## config.mk

```make
export PLATFORM = sky130hd
export DESIGN_NAME = i2c_slave_stat
export DESIGN_NICKNAME = d
export VERILOG_FILES = /design/src/rtl/i2cs_pkg.sv /design/src/rtl/i2cs_line_sync.sv /design/src/rtl/i2cs_bus_fsm.sv /design/src/rtl/i2cs_host_regs.sv /design/src/rtl/i2c_slave_stat.sv
export SDC_FILE = /design/constraint.sdc
export NUM_CORES = 1
export LEC_CHECK = 0
export ABC_CLOCK_PERIOD_IN_PS = 2100
export BUFFER_PORTS_ARGS = -buffer_cell sky130_fd_sc_hd__buf_2
export CORE_MARGIN = 2
export CORE_UTILIZATION = 60
export CTS_CLUSTER_DIAMETER = 30
export CTS_CLUSTER_SIZE = 20
export DETAILED_ROUTE_END_ITERATION = 8
export GPL_TIMING_DRIVEN = 0
export PLACE_DENSITY = 0.8
export SETUP_SLACK_MARGIN = 0.5
export SLEW_MARGIN = 10
export SYNTH_ARGS = -nofsm -noshare
export SYNTH_HDL_FRONTEND = slang
export SYNTH_HIERARCHICAL = 1
export SYNTH_SLANG_ARGS = --single-unit
```

## constraint.sdc

```tcl
create_clock -name clk -period 2.1 [get_ports clk]
set_input_delay 0.21 -clock clk [delete_from_list [all_inputs] [get_ports clk]]
set_output_delay 0.21 -clock clk [all_outputs]
set_load 0.02 [all_outputs]
```

## src/rtl/i2cs_pkg.sv

```systemverilog
// Shared definitions for the two-wire slave: bus state encoding,
// host register select values and status bit positions.
package i2cs_pkg;
    typedef enum logic [2:0] {
        ST_IDLE,
        ST_RX,
        ST_ACK,
        ST_HOLD,
        ST_TX,
        ST_TXACK
    } bus_state_t;

    localparam logic [1:0] SEL_DATA = 2'd0;
    localparam logic [1:0] SEL_STAT = 2'd1;
    localparam logic [1:0] SEL_CTRL = 2'd2;
    localparam logic [1:0] SEL_OWN  = 2'd3;

    localparam int SB_FULL  = 0;
    localparam int SB_RW    = 1;
    localparam int SB_DATA  = 2;
    localparam int SB_START = 3;
    localparam int SB_STOP  = 4;
    localparam int SB_OVF   = 5;
    localparam int SB_IRQ   = 6;

    localparam int CB_RELEASE = 0;
    localparam int CB_CLR_IRQ = 1;
    localparam int CB_CLR_OVF = 2;
endpackage

```

## src/rtl/i2cs_line_sync.sv

```systemverilog
// Synchronizes SCL/SDA into the system clock domain and derives clock
// edges and bus conditions. Assumes the bus is slow relative to clk
// (several samples per SCL phase). Reset value models an idle bus.
module i2cs_line_sync #(
    parameter int STAGES = 2
) (
    input  logic clk,
    input  logic rst_n,
    input  logic scl_i,
    input  logic sda_i,
    output logic sda_s,
    output logic scl_rise,
    output logic scl_fall,
    output logic start_det,
    output logic stop_det
);
    logic [STAGES-1:0] scl_q, sda_q;
    logic scl_d, sda_d, scl_s;

    assign scl_s = scl_q[STAGES-1];
    assign sda_s = sda_q[STAGES-1];

    // Synchronizer chains plus one delayed copy for edge detection.
    always_ff @(posedge clk) begin
        if (!rst_n) begin
            scl_q <= '1;
            sda_q <= '1;
            scl_d <= 1'b1;
            sda_d <= 1'b1;
        end else begin
            scl_q <= {scl_q[STAGES-2:0], scl_i};
            sda_q <= {sda_q[STAGES-2:0], sda_i};
            scl_d <= scl_s;
            sda_d <= sda_s;
        end
    end

    // Conditions require SCL high in both samples so a coincident
    // SCL/SDA change is never taken for a START or STOP.
    assign scl_rise  = scl_s & ~scl_d;
    assign scl_fall  = ~scl_s & scl_d;
    assign start_det = scl_s & scl_d & sda_d & ~sda_s;
    assign stop_det  = scl_s & scl_d & ~sda_d & sda_s;
endmodule

```

## src/rtl/i2cs_bus_fsm.sv

```systemverilog
// Bit/byte engine: shifts bytes, matches the address, drives ACK, holds
// SCL while waiting for the host and shifts transmit bytes. Emits
// single-cycle events to the register block. Assumes synchronized inputs.
module i2cs_bus_fsm
    import i2cs_pkg::*;
#(
    parameter int ADDR_W = 7
) (
    input  logic              clk,
    input  logic              rst_n,
    input  logic              sda_s,
    input  logic              scl_rise,
    input  logic              scl_fall,
    input  logic              start_det,
    input  logic              stop_det,
    input  logic [ADDR_W-1:0] own_addr,
    input  logic              buf_full,
    input  logic              release_req,
    input  logic [ADDR_W:0]   tx_byte,
    output logic              scl_oe,
    output logic              sda_oe,
    output logic              rx_valid,
    output logic [ADDR_W:0]   rx_byte,
    output logic              rx_is_addr,
    output logic              ovf_evt,
    output logic              tx_ack_evt
);
    localparam int BYTE_W = ADDR_W + 1;
    localparam int CNT_W  = $clog2(BYTE_W + 1);
    localparam logic [CNT_W-1:0] CNT_FULL = CNT_W'(BYTE_W);
    localparam logic [CNT_W-1:0] CNT_LAST = CNT_W'(BYTE_W - 1);

    bus_state_t        state;
    logic [BYTE_W-1:0] shreg;
    logic [CNT_W-1:0]  cnt;
    logic              is_addr;
    logic              read_mode;

    // Main sequencer; START/STOP take priority over every state.
    always_ff @(posedge clk) begin
        rx_valid   <= 1'b0;
        ovf_evt    <= 1'b0;
        tx_ack_evt <= 1'b0;
        if (!rst_n) begin
            state      <= ST_IDLE;
            shreg      <= '0;
            cnt        <= '0;
            is_addr    <= 1'b0;
            read_mode  <= 1'b0;
            scl_oe     <= 1'b0;
            sda_oe     <= 1'b0;
            rx_byte    <= '0;
            rx_is_addr <= 1'b0;
        end else if (start_det) begin
            state     <= ST_RX;
            cnt       <= '0;
            is_addr   <= 1'b1;
            read_mode <= 1'b0;
            scl_oe    <= 1'b0;
            sda_oe    <= 1'b0;
        end else if (stop_det) begin
            state  <= ST_IDLE;
            scl_oe <= 1'b0;
            sda_oe <= 1'b0;
        end else begin
            case (state)
                ST_RX: begin
                    if (scl_rise && cnt < CNT_FULL) begin
                        shreg <= {shreg[BYTE_W-2:0], sda_s};
                        cnt   <= cnt + 1'b1;
                    end else if (scl_fall && cnt == CNT_FULL) begin
                        if (is_addr && shreg[BYTE_W-1:1] != own_addr) begin
                            state <= ST_IDLE;
                        end else if (buf_full) begin
                            ovf_evt <= 1'b1;
                            state   <= is_addr ? ST_IDLE : ST_ACK;
                        end else begin
                            sda_oe     <= 1'b1;
                            rx_valid   <= 1'b1;
                            rx_byte    <= shreg;
                            rx_is_addr <= is_addr;
                            if (is_addr) read_mode <= shreg[0];
                            state      <= ST_ACK;
                        end
                    end
                end
                ST_ACK: begin
                    if (scl_fall) begin
                        sda_oe  <= 1'b0;
                        cnt     <= '0;
                        is_addr <= 1'b0;
                        if (read_mode) begin
                            scl_oe <= 1'b1;
                            state  <= ST_HOLD;
                        end else begin
                            state <= ST_RX;
                        end
                    end
                end
                ST_HOLD: begin
                    if (release_req) begin
                        shreg  <= tx_byte;
                        sda_oe <= ~tx_byte[BYTE_W-1];
                        scl_oe <= 1'b0;
                        cnt    <= '0;
                        state  <= ST_TX;
                    end
                end
                ST_TX: begin
                    if (scl_fall) begin
                        if (cnt == CNT_LAST) begin
                            sda_oe <= 1'b0;
                            state  <= ST_TXACK;
                        end else begin
                            shreg  <= {shreg[BYTE_W-2:0], 1'b0};
                            sda_oe <= ~shreg[BYTE_W-2];
                            cnt    <= cnt + 1'b1;
                        end
                    end
                end
                ST_TXACK: begin
                    if (scl_rise) begin
                        if (!sda_s) begin
                            tx_ack_evt <= 1'b1;
                            state      <= ST_ACK;
                        end else begin
                            state <= ST_IDLE;
                        end
                    end
                end
                default: state <= ST_IDLE;
            endcase
        end
    end

    // SCL is pulled low for as long as the host is awaited.
    a_r7_hold_drives_scl: assert property (@(posedge clk) disable iff (!rst_n)
        (state == ST_HOLD) |-> scl_oe);
    // an overflow event only follows a cycle with the buffer full.
    a_r6_ovf_needs_full: assert property (@(posedge clk) disable iff (!rst_n)
        ovf_evt |-> $past(buf_full));
    // idle means neither line is driven.
    a_r10_idle_released: assert property (@(posedge clk) disable iff (!rst_n)
        (state == ST_IDLE) |-> (!scl_oe && !sda_oe));
    // master NACK gives no interrupt event and returns to idle.
    a_r9_nack_silent: assert property (@(posedge clk) disable iff (!rst_n)
        (state == ST_TXACK && scl_rise && sda_s && !start_det && !stop_det)
        |=> (!tx_ack_evt && state == ST_IDLE));
endmodule

```

## src/rtl/i2cs_host_regs.sv

```systemverilog
// Host-visible registers: data buffer, status flags, control strobes and
// own address. Reads are combinational; only a read of the data register
// has a side effect (clears buffer-full).
module i2cs_host_regs
    import i2cs_pkg::*;
#(
    parameter int          ADDR_W   = 7,
    parameter logic [ADDR_W-1:0] OWN_RST = 7'h2A
) (
    input  logic              clk,
    input  logic              rst_n,
    input  logic [1:0]        reg_addr,
    input  logic              reg_wr,
    input  logic              reg_rd,
    input  logic [ADDR_W:0]   reg_wdata,
    output logic [ADDR_W:0]   reg_rdata,
    input  logic              rx_valid,
    input  logic [ADDR_W:0]   rx_byte,
    input  logic              rx_is_addr,
    input  logic              ovf_evt,
    input  logic              tx_ack_evt,
    input  logic              start_det,
    input  logic              stop_det,
    output logic              irq,
    output logic              buf_full,
    output logic              release_req,
    output logic [ADDR_W:0]   tx_byte,
    output logic [ADDR_W-1:0] own_addr
);
    localparam int BYTE_W = ADDR_W + 1;

    logic [BYTE_W-1:0] data_buf;
    logic st_rw, st_data, st_start, st_stop, st_ovf;
    logic wr_data, wr_ctrl, wr_own, rd_data;
    logic [BYTE_W-1:0] status;

    assign wr_data = reg_wr && reg_addr == SEL_DATA;
    assign wr_ctrl = reg_wr && reg_addr == SEL_CTRL;
    assign wr_own  = reg_wr && reg_addr == SEL_OWN;
    assign rd_data = reg_rd && reg_addr == SEL_DATA;
    assign tx_byte = data_buf;

    // Data buffer and own address storage.
    always_ff @(posedge clk) begin
        if (!rst_n) begin
            data_buf <= '0;
            own_addr <= OWN_RST;
        end else begin
            if (rx_valid)      data_buf <= rx_byte;
            else if (wr_data)  data_buf <= reg_wdata;
            if (wr_own)        own_addr <= reg_wdata[ADDR_W-1:0];
        end
    end

    // Status flags; set events win over host clears.
    always_ff @(posedge clk) begin
        if (!rst_n) begin
            buf_full <= 1'b0;
            st_rw    <= 1'b0;
            st_data  <= 1'b0;
            st_start <= 1'b0;
            st_stop  <= 1'b0;
            st_ovf   <= 1'b0;
            irq      <= 1'b0;
        end else begin
            if (rx_valid) begin
                buf_full <= 1'b1;
                st_rw    <= rx_byte[0];
                st_data  <= ~rx_is_addr;
            end else if (rd_data) begin
                buf_full <= 1'b0;
            end
            if (start_det) begin
                st_start <= 1'b1;
                st_stop  <= 1'b0;
            end else if (stop_det) begin
                st_start <= 1'b0;
                st_stop  <= 1'b1;
            end
            if (ovf_evt)                              st_ovf <= 1'b1;
            else if (wr_ctrl && reg_wdata[CB_CLR_OVF]) st_ovf <= 1'b0;
            if (rx_valid || tx_ack_evt)               irq <= 1'b1;
            else if (wr_ctrl && reg_wdata[CB_CLR_IRQ]) irq <= 1'b0;
        end
    end

    // Clock-release strobe towards the bus engine.
    always_ff @(posedge clk) begin
        if (!rst_n) release_req <= 1'b0;
        else        release_req <= wr_ctrl && reg_wdata[CB_RELEASE];
    end

    // Host read multiplexer.
    always_comb begin
        status           = '0;
        status[SB_FULL]  = buf_full;
        status[SB_RW]    = st_rw;
        status[SB_DATA]  = st_data;
        status[SB_START] = st_start;
        status[SB_STOP]  = st_stop;
        status[SB_OVF]   = st_ovf;
        status[SB_IRQ]   = irq;
        case (reg_addr)
            SEL_DATA: reg_rdata = data_buf;
            SEL_STAT: reg_rdata = status;
            SEL_OWN:  reg_rdata = {1'b0, own_addr};
            default:  reg_rdata = '0;
        endcase
    end

    a_r1_start_stop_excl: assert property (@(posedge clk) disable iff (!rst_n)
        !(st_start && st_stop));
    a_r3_read_clears_full: assert property (@(posedge clk) disable iff (!rst_n)
        (rd_data && !rx_valid) |=> !buf_full);
    a_r3_byte_sets_full: assert property (@(posedge clk) disable iff (!rst_n)
        rx_valid |=> (buf_full && irq));
    a_r8_ack_raises_irq: assert property (@(posedge clk) disable iff (!rst_n)
        tx_ack_evt |=> irq);
endmodule

```

## src/rtl/i2c_slave_stat.sv

```systemverilog
// Top level of the 7-bit-address two-wire slave with host status flags.
// Lines are open drain: an *_oe of 1 means pull low. Assumes the bus
// clock phases last several system clocks.
module i2c_slave_stat #(
    parameter int         SYNC_STAGES = 2,
    parameter logic [6:0] OWN_ADDR    = 7'h2A
) (
    input  logic       clk,
    input  logic       rst_n,
    input  logic       scl_i,
    input  logic       sda_i,
    output logic       scl_oe,
    output logic       sda_oe,
    input  logic [1:0] reg_addr,
    input  logic       reg_wr,
    input  logic       reg_rd,
    input  logic [7:0] reg_wdata,
    output logic [7:0] reg_rdata,
    output logic       irq
);
    localparam int ADDR_W = 7;

    logic sda_s, scl_rise, scl_fall, start_det, stop_det;
    logic buf_full, release_req, rx_valid, rx_is_addr, ovf_evt, tx_ack_evt;
    logic [ADDR_W:0]   rx_byte, tx_byte;
    logic [ADDR_W-1:0] own_addr;

    i2cs_line_sync #(.STAGES(SYNC_STAGES)) u_sync (
        .clk(clk), .rst_n(rst_n), .scl_i(scl_i), .sda_i(sda_i),
        .sda_s(sda_s), .scl_rise(scl_rise), .scl_fall(scl_fall),
        .start_det(start_det), .stop_det(stop_det)
    );

    i2cs_bus_fsm #(.ADDR_W(ADDR_W)) u_fsm (
        .clk(clk), .rst_n(rst_n), .sda_s(sda_s),
        .scl_rise(scl_rise), .scl_fall(scl_fall),
        .start_det(start_det), .stop_det(stop_det),
        .own_addr(own_addr), .buf_full(buf_full),
        .release_req(release_req), .tx_byte(tx_byte),
        .scl_oe(scl_oe), .sda_oe(sda_oe), .rx_valid(rx_valid),
        .rx_byte(rx_byte), .rx_is_addr(rx_is_addr),
        .ovf_evt(ovf_evt), .tx_ack_evt(tx_ack_evt)
    );

    i2cs_host_regs #(.ADDR_W(ADDR_W), .OWN_RST(OWN_ADDR)) u_regs (
        .clk(clk), .rst_n(rst_n), .reg_addr(reg_addr), .reg_wr(reg_wr),
        .reg_rd(reg_rd), .reg_wdata(reg_wdata), .reg_rdata(reg_rdata),
        .rx_valid(rx_valid), .rx_byte(rx_byte), .rx_is_addr(rx_is_addr),
        .ovf_evt(ovf_evt), .tx_ack_evt(tx_ack_evt),
        .start_det(start_det), .stop_det(stop_det),
        .irq(irq), .buf_full(buf_full), .release_req(release_req),
        .tx_byte(tx_byte), .own_addr(own_addr)
    );
endmodule

```

# Word-level counts from Yosys, hierarchy flattened
# Cells that the tools add are included.
[classes]
bitwise_logic = 24
addsub = 1
mux = 56
reduce_logical = 35
n_eq_ne = 31
order_cmp = 1
[ops]
columns = ["operator", "count"]
rows = [
  ["2-to-1 mux 8 bit", 6],
  ["case mux 8 bit (3 select lines)", 2],
  ["AND reduction 7 bit", 6],
  ["2-to-1 mux 1 bit", 27],
  ["2-to-1 mux 3 bit", 9],
  ["!= test 4 x 3 -> 1 bit (second input constant)", 6],
  ["2-to-1 mux 4 bit", 5],
  ["inverter 1 bit", 17],
  ["!= test 2 x 1 -> 1 bit (second input constant)", 8],
  ["case mux 4 bit (4 select lines)", 1],
  ["nonzero test 2 bit", 8],
  ["case mux 3 bit (5 select lines)", 1],
  ["logical AND 1 bit", 10],
  ["!= test 2 bit (second input constant)", 5],
  ["AND reduction 8 bit", 1],
  ["bitwise AND 1 bit", 7],
  ["!= test 7 bit", 1],
  ["OR reduction 7 bit", 1],
  ["== test 3 x 2 -> 1 bit (second input constant)", 2],
  ["== test 3 bit (second input constant)", 2],
  ["2-to-1 mux 2 bit", 3],
  ["OR reduction 5 bit", 1],
  ["adder 4 x 1 -> 4 bit (second input constant)", 1],
  ["== test 2 bit (second input constant)", 2],
  ["other kinds (16)", 16],
]
[word_totals]
wordCells = 175
out_inout_bits = 11
input_bits = 16
ff_bits = 60

# Logic depth before layout (Yosys ltp)
[depth]
depth_word = 8
ltp_mapped = 8
ltp_nobuf = 6

# Cells and area by module
# Netlist, hierarchy kept.
[modules_own_cells]
columns = ["module", "area_each_um2", "seq_area_each_um2", "n_inst", "cells_each"]
rows = [
  ["i2cs_bus_fsm", 2038.2, 620.6, 1, 237],
  ["i2cs_host_regs", 1097.3, 460.4, 1, 130],
  ["i2cs_line_sync", 190.2, 120.1, 1, 16],
]

# Worst setup path before layout
# No wires, ideal clock.
[synth_path]
kind = "register -> register"
start = "register u_fsm.state[0]"
end = "register u_fsm.rx_is_addr"
stages_incl_launch_ff = 7
path_slack_ps = 170
synth_period_minus_slack_ps = 1930
arrival_time_ps = 1812
setup_ps = 119
n_path_buf = 3
required_time_ps = 1981
cell_sequence = "dfxtp_1 buf_4 or4b_4 or4_1 buf_6 buf_6 o221a_1"
[synth_between]
elab_chain_cells = 2
[synth_rtl]
columns = ["item", "line_no", "source"]
rows = [
  ["start, declared", "i2cs_bus_fsm.sv:33", "bus_state_t state;"],
  ["start signal, assigned", "i2cs_bus_fsm.sv:76", "state <= is_addr ? ST_IDLE : ST_ACK;"],
  ["== test 3 x 1 -> 1 bit", "i2cs_bus_fsm.sv:66", "case (state)"],
  ["AND reduction 7 bit (no source line)", "-", ""],
  ["end signal, assigned", "i2cs_bus_fsm.sv:81", "rx_is_addr <= is_addr;"],
  ["end, declared", "i2cs_bus_fsm.sv:24", "output logic rx_is_addr,"],
]
# No other way between the ends.
# A chain may end at the register's enable or synchronous reset.

# Worst setup path in the final report
[layout_path]
start = "register u_fsm.shreg[1]"
end = "register u_fsm.rx_byte[1]"
[layout_between]
elab_chain_cells = 4
[layout_rtl]
columns = ["item", "line_no", "source"]
rows = [
  ["start, declared", "i2cs_bus_fsm.sv:34", "logic [BYTE_W-1:0] shreg;"],
  ["start signal, assigned", "i2cs_bus_fsm.sv:69", "shreg <= {shreg[BYTE_W-2:0], sda_s};"],
  ["start signal, assigned", "i2cs_bus_fsm.sv:102", "shreg <= tx_byte;"],
  ["start signal, assigned", "i2cs_bus_fsm.sv:115", "shreg <= {shreg[BYTE_W-2:0], 1'b0};"],
  ["!= test 7 bit", "i2cs_bus_fsm.sv:72", "if (is_addr && shreg[BYTE_W-1:1] != own_addr) begin"],
  ["logical AND 1 bit", "i2cs_bus_fsm.sv:72", ""],
  ["inverter 1 bit (no source line)", "-", ""],
  ["AND reduction 7 bit (no source line)", "-", ""],
  ["end signal, assigned", "i2cs_bus_fsm.sv:80", "rx_byte <= shreg;"],
  ["end, declared", "i2cs_bus_fsm.sv:23", "output logic [ADDR_W:0] rx_byte,"],
]
# Parallel ways exist; a longest one is shown, timed or not.

==> impl_metrics.csv <==
group,metric,value,unit
status,outcome,"finished, violations left",
status,violations,"setup timing",
sta,period_minus_slack,2.13,ns
routing,drtIter0Drc,269,
setup_path,startpoint_type,"register",
layout,layout-drive-gt1-share,0.374,
layout,ff_latch_area,1220,um2
placed_design,gp_congestion,0.923,
logic_synthesis,async_flop_share,0,
sta,rsz0062_at_grt,"yes",
grt,overflow,0,
logic_synthesis,synth_seq_cells,60,
placed_design,io_buffers,26,
setup_path,required,2.33,ns
setup_path,r2r_slack,-0.03,ns
logic_synthesis,ys_warn_count,6,
worst_hold_path,hold_end,"u_sync/sda_q[0]",
cts,htreeDepth,3,
layout,fill_cells,349,
routing,antenna_left,0,
floorplan,row_count,27,
routing,wl_per_cell,21.3,um
layout,diodes,0,
sta,setup_viol,1,
sta,fin_hold_ws,0.0562,ns
grt,grt_pass1_vias,3181,
floorplan,dieArea,6150,um2
sta,final.setup.tns,-0.0287,ns
cts,cts_inserted_buffers,9,
cts,cts.sinks,60,
logic_synthesis,seq_area_frac_synth,0.361,
floorplan,core-area,5440,um2
routing,drcViolationCount,0,
setup_path,reg2reg_to,"u_fsm/rx_byte[1]",
routing,vias,3449,
setup_path,crit_path_end_kind,"register",
floorplan,die_w,78.5,um
sta,timing.final.crit_share,1.01,
cts,clk_latency,0.34,ns
cts,cts_buffer_depth,2,
pwr,finalPower,2.50,mW
cts,tritoncts,"built",
cts,cts_root_buf,"clkbuf_8",
layout,stdcell_count,524,
grt,track_usage,0.344,
logic_synthesis,yosysMostFrequentCell,"nand2_1",
worst_hold_path,min_from,"sda_i",
logic_synthesis,ys.flop_type,"dfxtp_1",
setup_path,r2r_cells,4,
sta,slew_violations,0,
routing,viasPerCell,6.58,
sta,fin_ws,-0.0287,ns
sta,worstMarginPinSlew,0.692,ns
cts,clkTransAtPathRegs,0.08,ns
layout,syn_to_final_growth,31.4,%
layout,multi_input_area,2240,um2
setup_path,critPathArrivalTime,2.36,ns
logic_synthesis,synthDistinctLibCells,63,
cts,hold_buffers,0,
sta,finClkSkew,0.00691,ns
placed_design,dp_cells,481,
logic_synthesis,netlist_instances,383,
placed_design,post-dp-hpwl,6.56,mm
logic_synthesis,synthTopCellsByCount,"nand2_1, dfxtp_1, o21ai_0",
sta,fmax,0.470,GHz
grt,grt_max_degree,15,
floorplan,pin_count,27,
worst_hold_path,hp-class,"input port to register",
setup_path,path_class,"register to register",
floorplan,start_util,0.611,
layout,fin_nets,465,
pwr,vdd_ir_drop_max,0.000513,V
worst_hold_path,hold_path_depth,2,
logic_synthesis,avgSynthCellArea,8.68,um2
routing,drt_wl_total,11.1,mm
setup_path,path_max_fanout,8,
routing,dr.pass1.iters,4,
sta,hold_violations,0,
sta,slew_headroom,0.534,
grt,grt_pass1_wl,16.2,mm
floorplan,fp.dieH,78.5,um
flow_run,maxCapViolations,0,
logic_synthesis,synth_area_leaders,"dfxtp_1, nand2_1, mux2i_1, mux2_2, o21ai_0",
logic_synthesis,synth_top_area_frac,0.361,
pwr,leakage,1.65,nW
logic_synthesis,syn_nets,401,
grt,antenna_found_initial,0,
pwr,power_density,571,nW/um2
logic_synthesis,yosysTopAreaCell,"dfxtp_1",
logic_synthesis,syn-cell-area,3330,um2
setup_path,reg2reg_from,"u_fsm/shreg[1]",
logic_synthesis,synth_edf_count,0,
## flip-flops by register name, indices dropped and copies added (netlist names), 2 cells and up
register	count
u_fsm/state	3
u_fsm/shreg	8
u_sync/sda_q	2
u_sync/scl_q	2
u_regs/own_addr	7
u_fsm/cnt	4
u_regs/tx_byte	8
u_fsm/rx_byte	8
## routing by layer
layer / routed length [um] / GRT usage / up-vias
li1: - / - / 1541
met4: 590 / 0.184 / 0
met2: 5420 / 0.567 / 198
met1: 4260 / 0.433 / 1653
met3: 865 / 0.0529 / 57
met5: 0 / 0 / -
## critical path: stages, from the launching register on
cell      delay (ns)
dfxtp_2         0.35
xor2_1          0.21
nor4_1          0.64
nand2_1         0.40
o311ai_1        0.41
## worst max path at each step
stage,startpoint,endpoint,depth (start not counted)
after global placement,u_sync/scl_d,u_fsm/rx_is_addr,7
after global routing,u_sync/sda_q[1],u_fsm/rx_byte[1],5
after CTS,u_fsm/state[0],u_fsm/rx_is_addr,7
final,u_fsm/shreg[1],u_fsm/rx_byte[1],4
after detailed placement,u_sync/scl_d,u_fsm/rx_is_addr,7
after floorplan,u_fsm/state[0],u_fsm/rx_is_addr,6
## kinds of logic after synthesis
kind of cell,Yosys count,share of synthesized area
compound gates,93,0.195
xor+xnor,9,0.0237
fa+ha+maj,2,0.00752
buf+inv,32,0.0482
flops,60,0.361
mux,34,0.108
simple gates,153,0.257
## stage by stage
step | area [um2] | util | worst slack (ns)
floorplan | 3340 | - | 0.185
global placement | 3560 | 0.655 | -0.232
detailed placement | 3560 | 0.655 | -0.210
CTS | 4090 | 0.752 | 0.0775
global route | 4370 | 0.804 | -0.0142
finish | 4370 | 0.804 | -0.0287
## power breakdown
part	leakage (nW)	internal (mW)	switching [mW]	total [mW]
Clock	0.0958	0.553	0.507	1.06
Combinational	1.07	0.105	0.156	0.261
Sequential	0.490	1.16	0.0212	1.18
## final cells by class
cell class | count | share of cell area
sequential | 60 | 0.280
clock buffer | 9 | 0.0283
clock inverter | 7 | 0.0175
tap | 72 | 0.0206
inverter | 7 | 0.00601
multi-input combinational | 291 | 0.514
timing repair buffer | 53 | 0.0916
buffer | 25 | 0.0427
## placed cells by master, fill, tap and decap left out, types with 7 or more instances in the layout
| master | count |
|---|---|
| buf_4 | 17 |
| nand2b_1 | 10 |
| a21oi_2 | 12 |
| clkbuf_8 | 10 |
| buf_2 | 31 |
| dfxtp_2 | 11 |
| o2111ai_1 | 9 |
| o311ai_1 | 7 |
| nor2_1 | 7 |
| o21ai_0 | 19 |
| nand2_1 | 61 |
| mux2i_1 | 18 |
| mux2_2 | 15 |
| a21oi_1 | 15 |
| nand3b_1 | 13 |
| dfxtp_1 | 47 |
| buf_6 | 10 |
## what timing repair did
action	4_1_cts	5_1_grt
setup endpoints to repair	31	29
pin swaps	19	15
gates resized for setup	57	39
gates cloned	2	0
setup buffers	10	15
Power figures use the tool's default switching activity.
